===== src/rtl/duty_gate_pkg.sv =====
package duty_gate_pkg;
  localparam int unsigned LEN_W_DEF   = 16;
  localparam int unsigned WORD_W_DEF  = 16;
  localparam int unsigned SCALE_W_DEF = 8;

  typedef enum logic [1:0] {
    GATE_OPEN   = 2'b01,
    GATE_SHUT   = 2'b10,
    GATE_BUDGET = 2'b11
  } gate_state_e;
endpackage


===== src/rtl/duty_tick_gen.sv =====
module duty_tick_gen #(
  parameter int unsigned SCALE_W = duty_gate_pkg::SCALE_W_DEF
) (
  input  logic               clk_i,
  input  logic               rst_ni,
  input  logic [SCALE_W-1:0] scale_i,
  output logic               tick_o
);
  logic [SCALE_W-1:0] div_q;

  // >= rather than == so a lowered scale never strands the divider
  assign tick_o = (div_q >= scale_i);

  always_ff @(posedge clk_i or negedge rst_ni) begin
    if (!rst_ni)     div_q <= '0;
    else if (tick_o) div_q <= '0;
    else             div_q <= div_q + 1'b1;
  end

  AST_TICK_SPACING: assert property (@(posedge clk_i) disable iff (!rst_ni)
    tick_o && (scale_i != '0) |=> !tick_o || (scale_i == '0));
endmodule


===== src/rtl/duty_timer.sv =====
module duty_timer #(
  parameter int unsigned LEN_W = duty_gate_pkg::LEN_W_DEF
) (
  input  logic             clk_i,
  input  logic             rst_ni,
  input  logic             tick_i,
  input  logic [LEN_W-1:0] on_len_i,
  input  logic [LEN_W-1:0] off_len_i,
  output logic             win_o,
  output logic             wrap_o
);
  localparam int unsigned POS_W = LEN_W + 1;

  logic [POS_W-1:0] pos_q;
  logic [POS_W-1:0] period;
  logic [POS_W-1:0] pos_inc;
  logic             last_tick;

  assign period    = POS_W'(on_len_i) + POS_W'(off_len_i);
  assign pos_inc   = pos_q + 1'b1;
  // >= covers a zero period and a period shortened on the fly
  assign last_tick = (pos_inc >= period);
  assign wrap_o    = tick_i && last_tick;
  assign win_o     = (pos_q < POS_W'(on_len_i));

  always_ff @(posedge clk_i or negedge rst_ni) begin
    if (!rst_ni)      pos_q <= '0;
    else if (wrap_o)  pos_q <= '0;
    else if (tick_i)  pos_q <= pos_inc;
  end

  AST_POS_HOLD: assert property (@(posedge clk_i) disable iff (!rst_ni)
    !tick_i |=> $stable(pos_q));
endmodule


===== src/rtl/duty_word_budget.sv =====
module duty_word_budget #(
  parameter int unsigned WORD_W = duty_gate_pkg::WORD_W_DEF,
  parameter bit          CAP_EN = 1'b1
) (
  input  logic              clk_i,
  input  logic              rst_ni,
  input  logic              clear_i,
  input  logic              beat_i,
  input  logic [WORD_W-1:0] cap_i,
  output logic              spent_o
);
  generate
    if (CAP_EN) begin : g_cap
      logic [WORD_W-1:0] words_q;
      logic              sat;

      assign sat     = &words_q;
      assign spent_o = (cap_i != '0) && (words_q >= cap_i);

      // a beat on the clearing edge belongs to the period that ends
      always_ff @(posedge clk_i or negedge rst_ni) begin
        if (!rst_ni)              words_q <= '0;
        else if (clear_i)         words_q <= '0;
        else if (beat_i && !sat)  words_q <= words_q + 1'b1;
      end

      AST_WORD_MONO: assert property (@(posedge clk_i) disable iff (!rst_ni)
        !clear_i |=> words_q >= $past(words_q));
    end else begin : g_nocap
      assign spent_o = 1'b0;
    end
  endgenerate
endmodule


===== src/rtl/duty_addr_gate.sv =====
module duty_addr_gate #(
  parameter int unsigned LEN_W   = duty_gate_pkg::LEN_W_DEF,
  parameter int unsigned WORD_W  = duty_gate_pkg::WORD_W_DEF,
  parameter int unsigned SCALE_W = duty_gate_pkg::SCALE_W_DEF,
  parameter bit          CAP_EN  = 1'b1
) (
  input  logic               clk_i,
  input  logic               rst_ni,
  input  logic [LEN_W-1:0]   cfg_on_len_i,
  input  logic [LEN_W-1:0]   cfg_off_len_i,
  input  logic [WORD_W-1:0]  cfg_word_cap_i,
  input  logic [SCALE_W-1:0] cfg_freq_scale_i,
  input  logic               addr_valid_i,
  input  logic               addr_ready_i,
  input  logic               beat_valid_i,
  input  logic               beat_ready_i,
  output logic               addr_valid_o,
  output logic               addr_ready_o,
  output logic               addr_gate_o,
  output logic               on_window_o
);
  import duty_gate_pkg::*;

  logic        tick;
  logic        win;
  logic        wrap;
  logic        spent;
  gate_state_e state;

  duty_tick_gen #(.SCALE_W(SCALE_W)) u_tick (
    .clk_i   (clk_i),
    .rst_ni  (rst_ni),
    .scale_i (cfg_freq_scale_i),
    .tick_o  (tick)
  );

  duty_timer #(.LEN_W(LEN_W)) u_timer (
    .clk_i     (clk_i),
    .rst_ni    (rst_ni),
    .tick_i    (tick),
    .on_len_i  (cfg_on_len_i),
    .off_len_i (cfg_off_len_i),
    .win_o     (win),
    .wrap_o    (wrap)
  );

  duty_word_budget #(.WORD_W(WORD_W), .CAP_EN(CAP_EN)) u_budget (
    .clk_i   (clk_i),
    .rst_ni  (rst_ni),
    .clear_i (wrap),
    .beat_i  (beat_valid_i && beat_ready_i),
    .cap_i   (cfg_word_cap_i),
    .spent_o (spent)
  );

  always_comb begin
    if (!win)       state = GATE_SHUT;
    else if (spent) state = GATE_BUDGET;
    else            state = GATE_OPEN;
  end

  assign addr_gate_o  = (state == GATE_OPEN);
  assign on_window_o  = win;
  assign addr_valid_o = addr_valid_i && addr_gate_o;
  assign addr_ready_o = addr_ready_i && addr_gate_o;

  AST_PASS_VALID: assert property (@(posedge clk_i) disable iff (!rst_ni)
    addr_valid_o |-> addr_valid_i && on_window_o);
  AST_ZERO_ON: assert property (@(posedge clk_i) disable iff (!rst_ni)
    (cfg_on_len_i == '0) |-> !addr_gate_o);
  AST_CAP_HOLD: assert property (@(posedge clk_i) disable iff (!rst_ni)
    spent && !wrap |=> !addr_gate_o || !$stable(cfg_word_cap_i));
endmodule


===== config.mk =====
export PLATFORM = sky130hd
export DESIGN_NAME = duty_addr_gate
export DESIGN_NICKNAME = d
export VERILOG_FILES = /design/src/rtl/duty_gate_pkg.sv /design/src/rtl/duty_tick_gen.sv /design/src/rtl/duty_timer.sv /design/src/rtl/duty_word_budget.sv /design/src/rtl/duty_addr_gate.sv
export SDC_FILE = /design/constraint.sdc
export NUM_CORES = 1
export LEC_CHECK = 0
export ABC_AREA = 1
export BUFFER_PORTS_ARGS = -buffer_cell sky130_fd_sc_hd__buf_2
export CORE_MARGIN = 5
export CORE_UTILIZATION = 45
export CTS_BUF_LIST = sky130_fd_sc_hd__clkbuf_16
export DETAILED_ROUTE_END_ITERATION = 10
export PLACE_DENSITY_LB_ADDON = 0.2
export SKIP_LAST_GASP = 1
export SYNTH_ARGS = -nofsm -noshare
export SYNTH_HDL_FRONTEND = slang
export SYNTH_SLANG_ARGS = --single-unit

===== constraint.sdc =====
create_clock -name clk_i -period 4.85 [get_ports clk_i]
set_input_delay 0.7275 -clock clk_i [delete_from_list [all_inputs] [get_ports clk_i]]
set_output_delay 0.7275 -clock clk_i [all_outputs]
set_load 0.02 [all_outputs]

==> out/qor.yml, run 1 <==
detailed_routing:
  antenna_left: 0
  drt_iter0_drc: 242
  viasPerCell: 5.05
  num_vias: 4422
  wl_um: 11100
  dr.pass1.iters: 4
  drc: 0
  drt-wirelength-per-cell_um: 12.7
setup_path:
  crit_start: "cfg_on_len_i[0]"
  crit_path_end_kind: "register"
  startpoint_type: "input pin"
  required_ns: 5.05
  critPathArrivalTime_ns: 3.64
  r2r_start: "u_timer.pos_q[0]$_DFFE_PN0P_"
  worst-path-max-fanout: 18
  critPathKind: "in2reg"
timing:
  fin_skew_ns: 0.00404
  fmax_mhz: 291
  tightestPinTransition_ns: 0.897
  post-route-min-period_ns: 3.44
  finalHoldViolations: 0
  slew_headroom_pct: 40.2
  report.final.slew_viol_count: 0
  fin_tns_setup_ns: 0
  fin_crit_sh_pct: 70.9
  setup_violations: 0
  fin_ws_ns: 1.41
  rsz0062_at_grt: "false"
  holdWs_ns: 0.499
die:
  die_area_um2: 12400
  core-area_um2: 10200
  pin_count: 66
  die_x_um: 111
  rows: 37
  die-height_um: 111
  floorplan.initialDensity_pct: 45.4
synthesis:
  ys_types: 32
  syn_nets: 813
  synth_area_leaders: "dfrtp_1 (22%), ha_1 (20%), nand2_1 (16%)"
  post-synth-top-count-cell: "nand2_1"
  synthesis.instances: 675
  synth_seq_cells: 41
  netlist_area_um2: 4630
  yosysWarningCount: 0
  yosys.area.top_type: "dfrtp_1"
  seq_area_frac_synth_pct: 22.2
  synthTopCellsByCount: "nand2_1 (198), inv_1 (95), ha_1 (75)"
  synth_top_area_share_pct: 22.2
  ys.flop_type: "dfrtp_1"
  synth_edf_count: 0
  async_flop_share_pct: 100
  avgSynthCellArea_um2: 6.85
pwr:
  p_total_mw: 1.48
  clkPwrFrac_pct: 24.9
  internal_power_mw: 0.893
  combPwrFrac_pct: 41.6
  powerDensity_nw_per_um2: 284
  power.leakage_nw: 3.02
  ir_drop_v: 0.000146
  switching_power_mw: 0.591
  pwr-share-seq_pct: 33.5
  p_sw_share_pct: 39.8
cts:
  hold_buffers: 0
  clockRootBuffer: "clkbuf_16"
  cts_resized: 0
  cts_tree: "done"
  post_cts_buffers: 0
  clk_latency_ns: 0.28
  clkTransAtPathRegs_ns: 0.06
  clockBufferDepth: 2
  cts_buffers: 5
  clock_sinks: 41
  ctsHtreeMaxLevel: 2
job:
  max_cap_violations: 0
min_path:
  worstHoldStart: "u_tick.div_q[0]$_DFF_PN0_"
  hp-class: "reg2reg"
finish:
  fillers: 1027
  diodes: 0
  seq_area_um2: 1030
  drive_gt1_share_pct: 12.3
  finish.utilization_pct: 51.3
  syn_to_final_growth_pct: 12.9
  nNetsFinal: 876
  fin_area_um2: 5220
  fin_cells: 875
  multi_input_area_um2: 3160
outcome:
  status: "complete, no violations"
global_route:
  grt_max_degree: 42
  grt_pass1_vias: 4398
  gr-total-overflow: 0
  antenna_found_initial: 0
  grt_first_pass_wirelength_um: 19300
  gr-usage-all-layers_pct: 18.2
placed_design:
  post_dp_cell_area_um2: 5050
  portBuffers: 65
  dp_slack_ns: 1.13
  hpwlAfterDp_um: 9190
  dp_cells: 867
  globalplace.congestion: 0.904
critical path, cell delays in order:
cell	delay (ns)
buf_2	0.11
ha_1	0.22
fa_1	0.42
nand3_1	0.09
nand2_1	0.08
nand3_1	0.08
nand2_1	0.10
nand3_1	0.09
nand2_1	0.07
xor2_1	0.14
ha_1	0.29
a21oi_1	0.17
nor2_1	0.06
o21ai_1	0.11
nand2_1	0.10
nor2_4	0.36
nand2_4	0.24
a21oi_1	0.19
area by class of cell:
cell class / count / share of cell area, %
Clock buffer: 5 / 2.40
Timing Repair Buffer: 66 / 6.37
Clock inverter: 3 / 0.791
Sequential cell: 41 / 19.7
Multi-Input combinational cell: 527 / 60.5
Inverter: 97 / 7.07
Tap cell: 136 / 3.26
cell usage in the layout (no fill, tap or decap), drive strengths merged, types with 5 or more instances in the layout:
cell type	Yosys	layout
xnor2	12	12
dfrtp	41	41
xor2	24	24
inv	96	96
nand3	33	33
nand4	25	25
ha	75	75
nand2	201	201
buf	10	66
nor2	63	63
o21ai	12	12
a21oi	56	56
clkbuf	0	5
flip-flops by register name (all words and copies together), names as in the netlist:
register / count
u_tick.div_q: 8
u_timer.pos_q: 17
u_budget.g_cap.words_q: 16
per-layer routing:
layer	part of all wire [%]	wire length (µm)	vias to the layer above	track usage, %
met5	0	0	-	0
li1	-	-	2324	-
met4	2.1	238	0	6.81
met3	4.2	467	18	1.96
met2	47	5200	107	31.4
met1	47	5170	1973	23.4
final timing paths:
check	endpoint	slack, ns	cells past startpoint
max	u_budget.g_cap.words_q[7]$_DFFE_PN0P_	1.41	18
min	u_tick.div_q[0]$_DFF_PN0_	0.50	1
max reg2reg	u_budget.g_cap.words_q[7]$_DFFE_PN0P_	1.82	14
min reg2reg	u_tick.div_q[0]$_DFF_PN0_	0.50	1
max in group asynchronous	u_budget.g_cap.words_q[1]$_DFFE_PN0P_	3.71	1
min in group asynchronous	u_timer.pos_q[0]$_DFFE_PN0P_	0.57	1
power by group through the flow:
stage | clock network (mW) | registers (mW) | logic [mW]
global placement | 0 | 0.500 | 0.593
CTS | 0.378 | 0.498 | 0.623
global route | 0.395 | 0.510 | 0.730
finish | 0.370 | 0.498 | 0.617
floorplan | 0 | 0.476 | 0.475
detailed placement | 0 | 0.504 | 0.619
logic make-up (layout without fill, tap and decap cells):
logic type                 after synthesis  in the layout  synth area share [%]
xor gates and xnor gates                36             36                  6.82
AOI/OAI and AO/OA                       81             81                  9.95
adders and majority gates               76             76                  20.7
and+or+nand+nor                        334            334                  30.8
buffers and inverters                  107            171                  9.58
DFF                                     41             41                  22.2
Power figures use the tool's default switching activity.
==> run 2: changes to the inputs <==
- ABC_AREA: 1 -> 0
- clock period: 4.85 -> 3 ns (I/O delays scaled with it)
==> run 2 against run 1 <==
- the run now ends with negative setup slack left
- core utilization is 10 points higher
- global-route usage is 0.37 points higher
- setup slack worse by 1.7 ns
- cell count is 14% lower
- area after synthesis is 8.5% lower
- power is 72% higher
- hold slack worse by 0.21 ns
- non-clock buffer count is 80 higher
- critical path depth is 1 lower
- die area is 7.7% lower
- via count is 9.3% lower
==> out/qor.yml, run 2 <==
timing:
  tightestPinTransition_ns: 0.889  # -0.00785 ns
  fin_ws_ns: -0.259  # -1.67 ns
  rsz0062_at_grt: "true"
  fin_skew_ns: 0.00610  # +0.00206 ns
  fin_tns_setup_ns: -6.44  # -6.44 ns
  finalHoldViolations: 0  # unchanged
  setup_violations: 33  # +33
  slew_headroom_pct: 40.7  # +0.52 points
  post-route-min-period_ns: 3.26
  fin_crit_sh_pct: 109
  report.final.slew_viol_count: 0  # unchanged
  fmax_mhz: 307
global_route:
  gr-usage-all-layers_pct: 18.6  # +0.37 points
  gr-total-overflow: 0  # unchanged
  antenna_found_initial: 0  # unchanged
  grt_pass1_vias: 4095  # -6.9%
  grt_first_pass_wirelength_um: 17800  # -7.4%
  grt_max_degree: 42  # unchanged
synthesis:
  synth_top_area_share_pct: 24.2  # +2.1 points
  yosys.area.top_type: "dfrtp_1"
  avgSynthCellArea_um2: 8.50  # +24%
  synth_area_leaders: "dfrtp_1 (24%), ha_1 (22%), xor2_1 (5.8%)"
  synth_seq_cells: 41  # unchanged
  synthTopCellsByCount: "ha_1 (75), inv_1 (51), nand2_1 (43)"
  synth_edf_count: 0  # unchanged
  syn_nets: 636  # -22%
  ys_types: 48  # +50%
  yosysWarningCount: 0  # unchanged
  seq_area_frac_synth_pct: 24.2  # +2.1 points
  netlist_area_um2: 4230  # -8.5%
  post-synth-top-count-cell: "ha_1"
  async_flop_share_pct: 100  # unchanged
  synthesis.instances: 498  # -26%
  ys.flop_type: "dfrtp_1"
cts:
  clkTransAtPathRegs_ns: 0.06  # about the same
  cts_buffers: 5  # unchanged
  clockRootBuffer: "clkbuf_16"
  cts_tree: "done"
  clk_latency_ns: 0.28  # about the same
  clock_sinks: 41  # unchanged
  ctsHtreeMaxLevel: 2  # unchanged
  hold_buffers: 0  # unchanged
  clockBufferDepth: 2  # unchanged
finish:
  final_common_cell: "ha_1"
  drive_gt1_share_pct: 31.2  # +19 points
  reg_top3: "u_timer.pos_q x17, u_budget.g_cap.words_q x16, u_tick.div_q x8"
  diodes: 0  # unchanged
  fin_area_um2: 5640  # +8.0%
  final_cell_mix: "ha_1 (74), buf_4 (70), buf_2 (62)"
  max_flop_register: "u_timer.pos_q"
  fin_cells: 756  # -14%
  nNetsFinal: 782  # -11%
  largest_reg_flops: 17  # unchanged
  syn_to_final_growth_pct: 33.2
setup_path:
  worst-path-max-fanout: 5  # -13
  critPathKind: "in2reg"
  startpoint_type: "input pin"
  required_ns: 3.18  # -1.87 ns
  critPathArrivalTime_ns: 3.44  # -0.20 ns
  crit_path_end_kind: "register"
outcome:
  violations: "negative setup slack"
  status: "finished, violations left"
detailed_routing:
  met2_length_um: 5150  # -0.98%
  antenna_left: 0  # unchanged
  dr.pass1.iters: 6  # +2
  dr_wl_met3_um: 330  # -29%
  drt_iter0_drc: 156  # -36%
  drc: 0  # unchanged
  highest_layer: "met4"
  viasPerCell: 5.30  # +4.9%
  num_vias: 4009  # -9.3%
  wl_um: 10300  # -7.4%
  met1_length_um: 4590  # -11%
  drt-wirelength-per-cell_um: 13.6  # +7.1%
pwr:
  combPwrFrac_pct: 48.5  # +6.9 points
  clkPwrFrac_pct: 19.9  # -5.0 points
  switching_power_mw: 0.969  # +64%
  powerDensity_nw_per_um2: 454  # +60%
  internal_power_mw: 1.59  # +78%
  power.leakage_nw: 3.07  # +1.6%
  ir_drop_v: 0.000364  # +150%
  pwr-share-seq_pct: 31.6  # -1.9 points
  p_sw_share_pct: 37.9  # -2.0 points
job:
  max_cap_violations: 0  # unchanged
die:
  core-area_um2: 9200  # -9.7%
  die_x_um: 107  # -3.9%
  die-height_um: 107  # -3.9%
  floorplan.initialDensity_pct: 46.0  # +0.62 points
  rows: 35  # -5.4%
  die_area_um2: 11400  # -7.7%
  pin_count: 66  # unchanged
placed_design:
  portBuffers: 65  # unchanged
  post_dp_cell_area_um2: 5190  # +2.8%
  globalplace.congestion: 0.850  # -6.0%
  hpwlAfterDp_um: 8410  # -8.4%
  dp_cells: 737  # -15%
min_path:
  hp-class: "in2async"
==> run 2: cell families after synthesis <==
| group | synth area share (%) |
|---|---|
| AO/OA/AOI/OAI | 17.7 |
| XOR/XNOR | 9.93 |
| adder cells (fa/ha/maj) | 22.6 |
| buffers and inverters | 5.85 |
| flip-flops | 24.2 |
| multiplexers | 0.502 |
| AND/OR/NAND/NOR | 19.1 |
==> run 2: metal layers <==
metal,vias to the layer above,GRT usage (%)
met5,-,0
met3,19,1.93
li1,2073,-
met1,1849,22.2
met4,0,5.30
met2,68,34.8
==> run 2: final timing paths <==
path,start,endpoint,slack [ns],depth (start not counted)
max in group asynchronous,rst_ni,u_budget.g_cap.words_q[2]$_DFFE_PN0P_,2.09,1
min in group clk_i,u_tick.div_q[0]$_DFF_PN0_,u_tick.div_q[0]$_DFF_PN0_,0.55,1
worst min-delay path,rst_ni,u_budget.g_cap.words_q[9]$_DFFE_PN0P_,0.29,1
worst max-delay path,cfg_on_len_i[0],u_budget.g_cap.words_q[4]$_DFFE_PN0P_,-0.26,17
worst min register to register,u_tick.div_q[0]$_DFF_PN0_,u_tick.div_q[0]$_DFF_PN0_,0.55,1
worst max register to register,u_timer.pos_q[0]$_DFFE_PN0P_,u_timer.pos_q[0]$_DFFE_PN0P_,0.03,13
==> run 2: final cells by class <==
type,instances,area (µm²)
well taps,111,139
clock inverters,3,13.8
fillers,806,3560
flip-flops and latches,41,1030
clock buffers,5,125
repair buffers,146,997
inverters,51,191
multi-input cells,399,3150
==> run 2: what timing repair did <==
item,4_1_cts,5_1_grt
pin swaps,23,9
resized for setup,41,25
setup endpoints to repair,33,37
gates cloned,1,0
setup buffers,5,5
==> run 2: power groups by stage <==
stage	clock network (mW)	registers [mW]	logic [mW]
global placement	0	0.808	1.08
finish	0.509	0.809	1.24
global route	0.546	0.827	1.41
floorplan	0	0.788	0.707
CTS	0.518	0.809	1.21
detailed placement	0	0.817	1.13
==> run 2: through the flow <==
| stage | setup slack [ns] | power (mW) | utilization [%] | hold slack [ns] |
|---|---|---|---|---|
| global route | -0.425 | 2.79 | 61.3 | 0.378 |
| global placement | -0.615 | 1.89 | 56.5 | 0.532 |
| floorplan | -0.238 | 1.49 | - | 0.154 |
| finish | -0.259 | 2.56 | 61.3 | 0.288 |
| detailed placement | -0.676 | 1.95 | 56.5 | 0.536 |
| CTS | -0.268 | 2.54 | 60.0 | 0.323 |
==> run 2: worst max-delay path, stage by stage <==
cell and delay, ns:
buf_8 0.10, ha_4 0.15, fa_2 0.33, a21o_1 0.17
nand4_1 0.10, nand2_2 0.11, a211o_1 0.30, a21oi_2 0.15
xor2_1 0.16, ha_1 0.26, o21ai_0 0.09, nor2_1 0.09
o31ai_4 0.26, o311ai_4 0.14, buf_6 0.16, and2_4 0.18
a311oi_2 0.22
==> run 3: changes to the inputs <==
- BUFFER_PORTS_ARGS: -buffer_cell sky130_fd_sc_hd__buf_2 -> default
- CORE_UTILIZATION: 45 -> 59
- DONT_BUFFER_PORTS: default -> 1
- PLACE_DENSITY_LB_ADDON: 0.2 -> 0.08
==> run 3 against run 2 <==
- the flow still finishes with violations (negative setup slack)
- first-iteration DRC count down 11%
- hold slack worse by 0.28 ns
- combinational power down 15%
- critical path depth unchanged
- power down 4.1%
- clock skew down 0.00076 ns
- clock power up 16%
- non-clock buffer count down 92
- via count down 6.6%
- fmax up 1.5%
- wire length down 7.5%
- clock-buffer cell count unchanged
- critical endpoint unchanged
- highest routed layer unchanged
==> out/qor.yml, run 3 (synthesis gave the netlist of run 2 again) <==
setup_path:
  rr_worst_depth: 13  # unchanged
  critPathArrivalTime_ns: 3.40  # -0.04 ns
  r2r-end: "u_timer.pos_q[15]$_DFFE_PN0P_"
  rrSetupSlack_ns: 0.02  # about the same
  r2r_start: "u_timer.pos_q[0]$_DFFE_PN0P_"
  required_ns: 3.19  # about the same
  critPathKind: "in2reg"
  worst-path-max-fanout: 7  # +2
  crit_path_end_kind: "register"
  startpoint_type: "input pin"
pwr:
  ir_drop_v: 0.000249  # -32%
  combPwrFrac_pct: 42.9  # -5.6 points
  clkPwrFrac_pct: 24.0  # +4.1 points
  p_sw_share_pct: 36.8  # -1.0 points
  powerDensity_nw_per_um2: 492  # +8.4%
  internal_power_mw: 1.55  # -2.5%
  pwr-share-seq_pct: 33.1  # +1.5 points
  power.leakage_nw: 2.68  # -13%
  switching_power_mw: 0.905  # -6.7%
global_route:
  grt_max_degree: 42  # unchanged
  grt_pass1_vias: 3907  # -4.6%
  gr-usage-all-layers_pct: 22.4  # +3.8 points
  grt_first_pass_wirelength_um: 16400  # -8.2%
  antenna_found_initial: 0  # unchanged
  gr-total-overflow: 0  # unchanged
cts:
  cts_tree: "done"
  clk_latency_ns: 0.28  # about the same
  clock_sinks: 41  # unchanged
  clockRootBuffer: "clkbuf_16"
  ctsHtreeMaxLevel: 2  # unchanged
  cts_buffers: 5  # unchanged
  clockBufferDepth: 2  # unchanged
  clkTransAtPathRegs_ns: 0.06  # about the same
outcome:
  violations: "negative setup slack"
  status: "finished, violations left"
detailed_routing:
  drc: 0  # unchanged
  drt_iter0_drc: 139  # -11%
  drt-wirelength-per-cell_um: 14.6  # +7.9%
  viasPerCell: 5.78  # +9.0%
  dr.pass1.iters: 6  # unchanged
  antenna_left: 0  # unchanged
  wl_um: 9490  # -7.5%
  num_vias: 3746  # -6.6%
timing:
  fmax_mhz: 311  # +1.5%
  slew_headroom_pct: 72.7  # +32 points
  finalHoldViolations: 0  # unchanged
  fin_skew_ns: 0.00534  # -0.000765 ns
  fin_ws_ns: -0.212  # +0.0469 ns
  fin_crit_sh_pct: 107  # -1.6 points
  report.final.slew_viol_count: 0  # unchanged
  post-route-min-period_ns: 3.21  # -0.0469 ns
  setup_violations: 28  # -15%
  rsz0062_at_grt: "true"
  tightestPinTransition_ns: 0.400  # -0.490 ns
  fin_tns_setup_ns: -3.81  # +2.62 ns
finish:
  drive_gt1_share_pct: 15.4  # -16 points
  fin_area_um2: 4990  # -12%
  final_cell_mix: "ha_1 (74), inv_1 (51), buf_4 (48)"
  max_flop_register: "u_timer.pos_q"
  diodes: 0  # unchanged
  largest_reg_flops: 17  # unchanged
  reg_top3: "u_timer.pos_q x17, u_budget.g_cap.words_q x16, u_tick.div_q x8"
  final_common_cell: "ha_1"
  syn_to_final_growth_pct: 17.9
  nNetsFinal: 690  # -12%
  fillers: 588  # -27%
die:
  die-height_um: 94.7  # -11%
  die_x_um: 94.7  # -11%
  die_area_um2: 8970  # -22%
  pin_count: 66  # unchanged
  floorplan.initialDensity_pct: 61.3  # +15 points
  core-area_um2: 6910  # -25%
  rows: 30  # -14%
placed_design:
  globalplace.congestion: 0.851  # +0.11%
  portBuffers: 0  # -100%
  post_dp_cell_area_um2: 4680  # -9.9%
  hpwlAfterDp_um: 7760  # -7.7%
job:
  max_cap_violations: 0  # unchanged
min_path:
  hp-class: "in2async"
[run 3: cell types whose count changed in the layout (fill, tap and decap cells not counted), moves of 9 or more]
| cell | change |
|---|---|
| buf_4 | -22 |
| o21ai_2 | -10 |
| buf_2 | -62 |
| nor2_2 | -9 |
| nor2_1 | +10 |
[run 3: through the flow]
step	cells	worst slack (ns)	hold slack, ns	util, %	power (mW)
2_1_floorplan	498	-0.238	0.154	-	1.49
3_3_place_gp	634	-0.520	0.155	67.7	1.77
3_5_place_dp	634	-0.610	0.155	67.7	1.82
4_1_cts	645	-0.177	0.0166	71.7	2.46
5_1_grt	648	-0.382	0.0165	72.3	2.66
6_report	648	-0.212	0.00674	72.3	2.45
[run 3: power groups by stage]
stage	clock (mW)	sequential, mW	combinational (mW)
after global routing	0.623	0.834	1.21
after floorplan	0	0.788	0.707
after CTS	0.594	0.809	1.05
after detailed placement	0	0.817	1.00
after global placement	0	0.807	0.959
final	0.588	0.813	1.05
[run 3: cell type report]
cell class | count | area (µm²) | area share (%)
Clock buffer | 5 | 125 | 2.51
Clock inverter | 2 | 35.0 | 0.702
Inverter | 51 | 191 | 3.84
Multi-Input combinational cell | 399 | 3060 | 61.2
Sequential cell | 41 | 1030 | 20.6
Tap cell | 96 | 120 | 2.41
Timing Repair Buffer | 54 | 437 | 8.75
[run 3: worst max-delay path by stage]
stage	startpoint	cells past startpoint	end	slack, ns
3_3_place_gp	cfg_on_len_i[0]	15	u_budget.g_cap.words_q[4]$_DFFE_PN0P_	-0.52
6_report	cfg_on_len_i[0]	17	u_budget.g_cap.words_q[4]$_DFFE_PN0P_	-0.21
3_5_place_dp	cfg_on_len_i[0]	14	u_timer.pos_q[0]$_DFFE_PN0P_	-0.61
5_1_grt	cfg_on_len_i[0]	17	u_timer.pos_q[2]$_DFFE_PN0P_	-0.38
4_1_cts	cfg_on_len_i[0]	17	u_budget.g_cap.words_q[4]$_DFFE_PN0P_	-0.18
2_1_floorplan	cfg_on_len_i[0]	17	u_budget.g_cap.words_q[11]$_DFFE_PN0P_	-0.24
[run 3: timing repair]
action / CTS / global route
hold endpoints to repair: 41 / 0
hold buffers: 1 / 0
resized for setup: 18 / 7
pin swaps: 2 / 3
setup endpoints to repair: 35 / 35
buffers inserted: 3 / 2
gates cloned: 0 / 1
[run 3: metal layers]
layer  vias to the layer above  wire length [µm]  GRT usage [%]
met3                        13               366           2.79
li1                       1887                 -              -
met4                         0               167           7.09
met1                      1756              4220           27.1
met2                        90              4740           40.9
met5                         -                 0              0
[run 3: critical path, stage by stage]
cell and delay, ns:
ha_4 0.15, fa_2 0.33, a21o_1 0.17, nand4_1 0.11
nand2_2 0.12, a211o_1 0.30, a21oi_2 0.16, xor2_1 0.16
ha_1 0.26, nand4_1 0.16, nor4_4 0.06, o31ai_4 0.20
o311ai_4 0.16, buf_6 0.16, and2_4 0.15, buf_6 0.13
a311oi_2 0.16
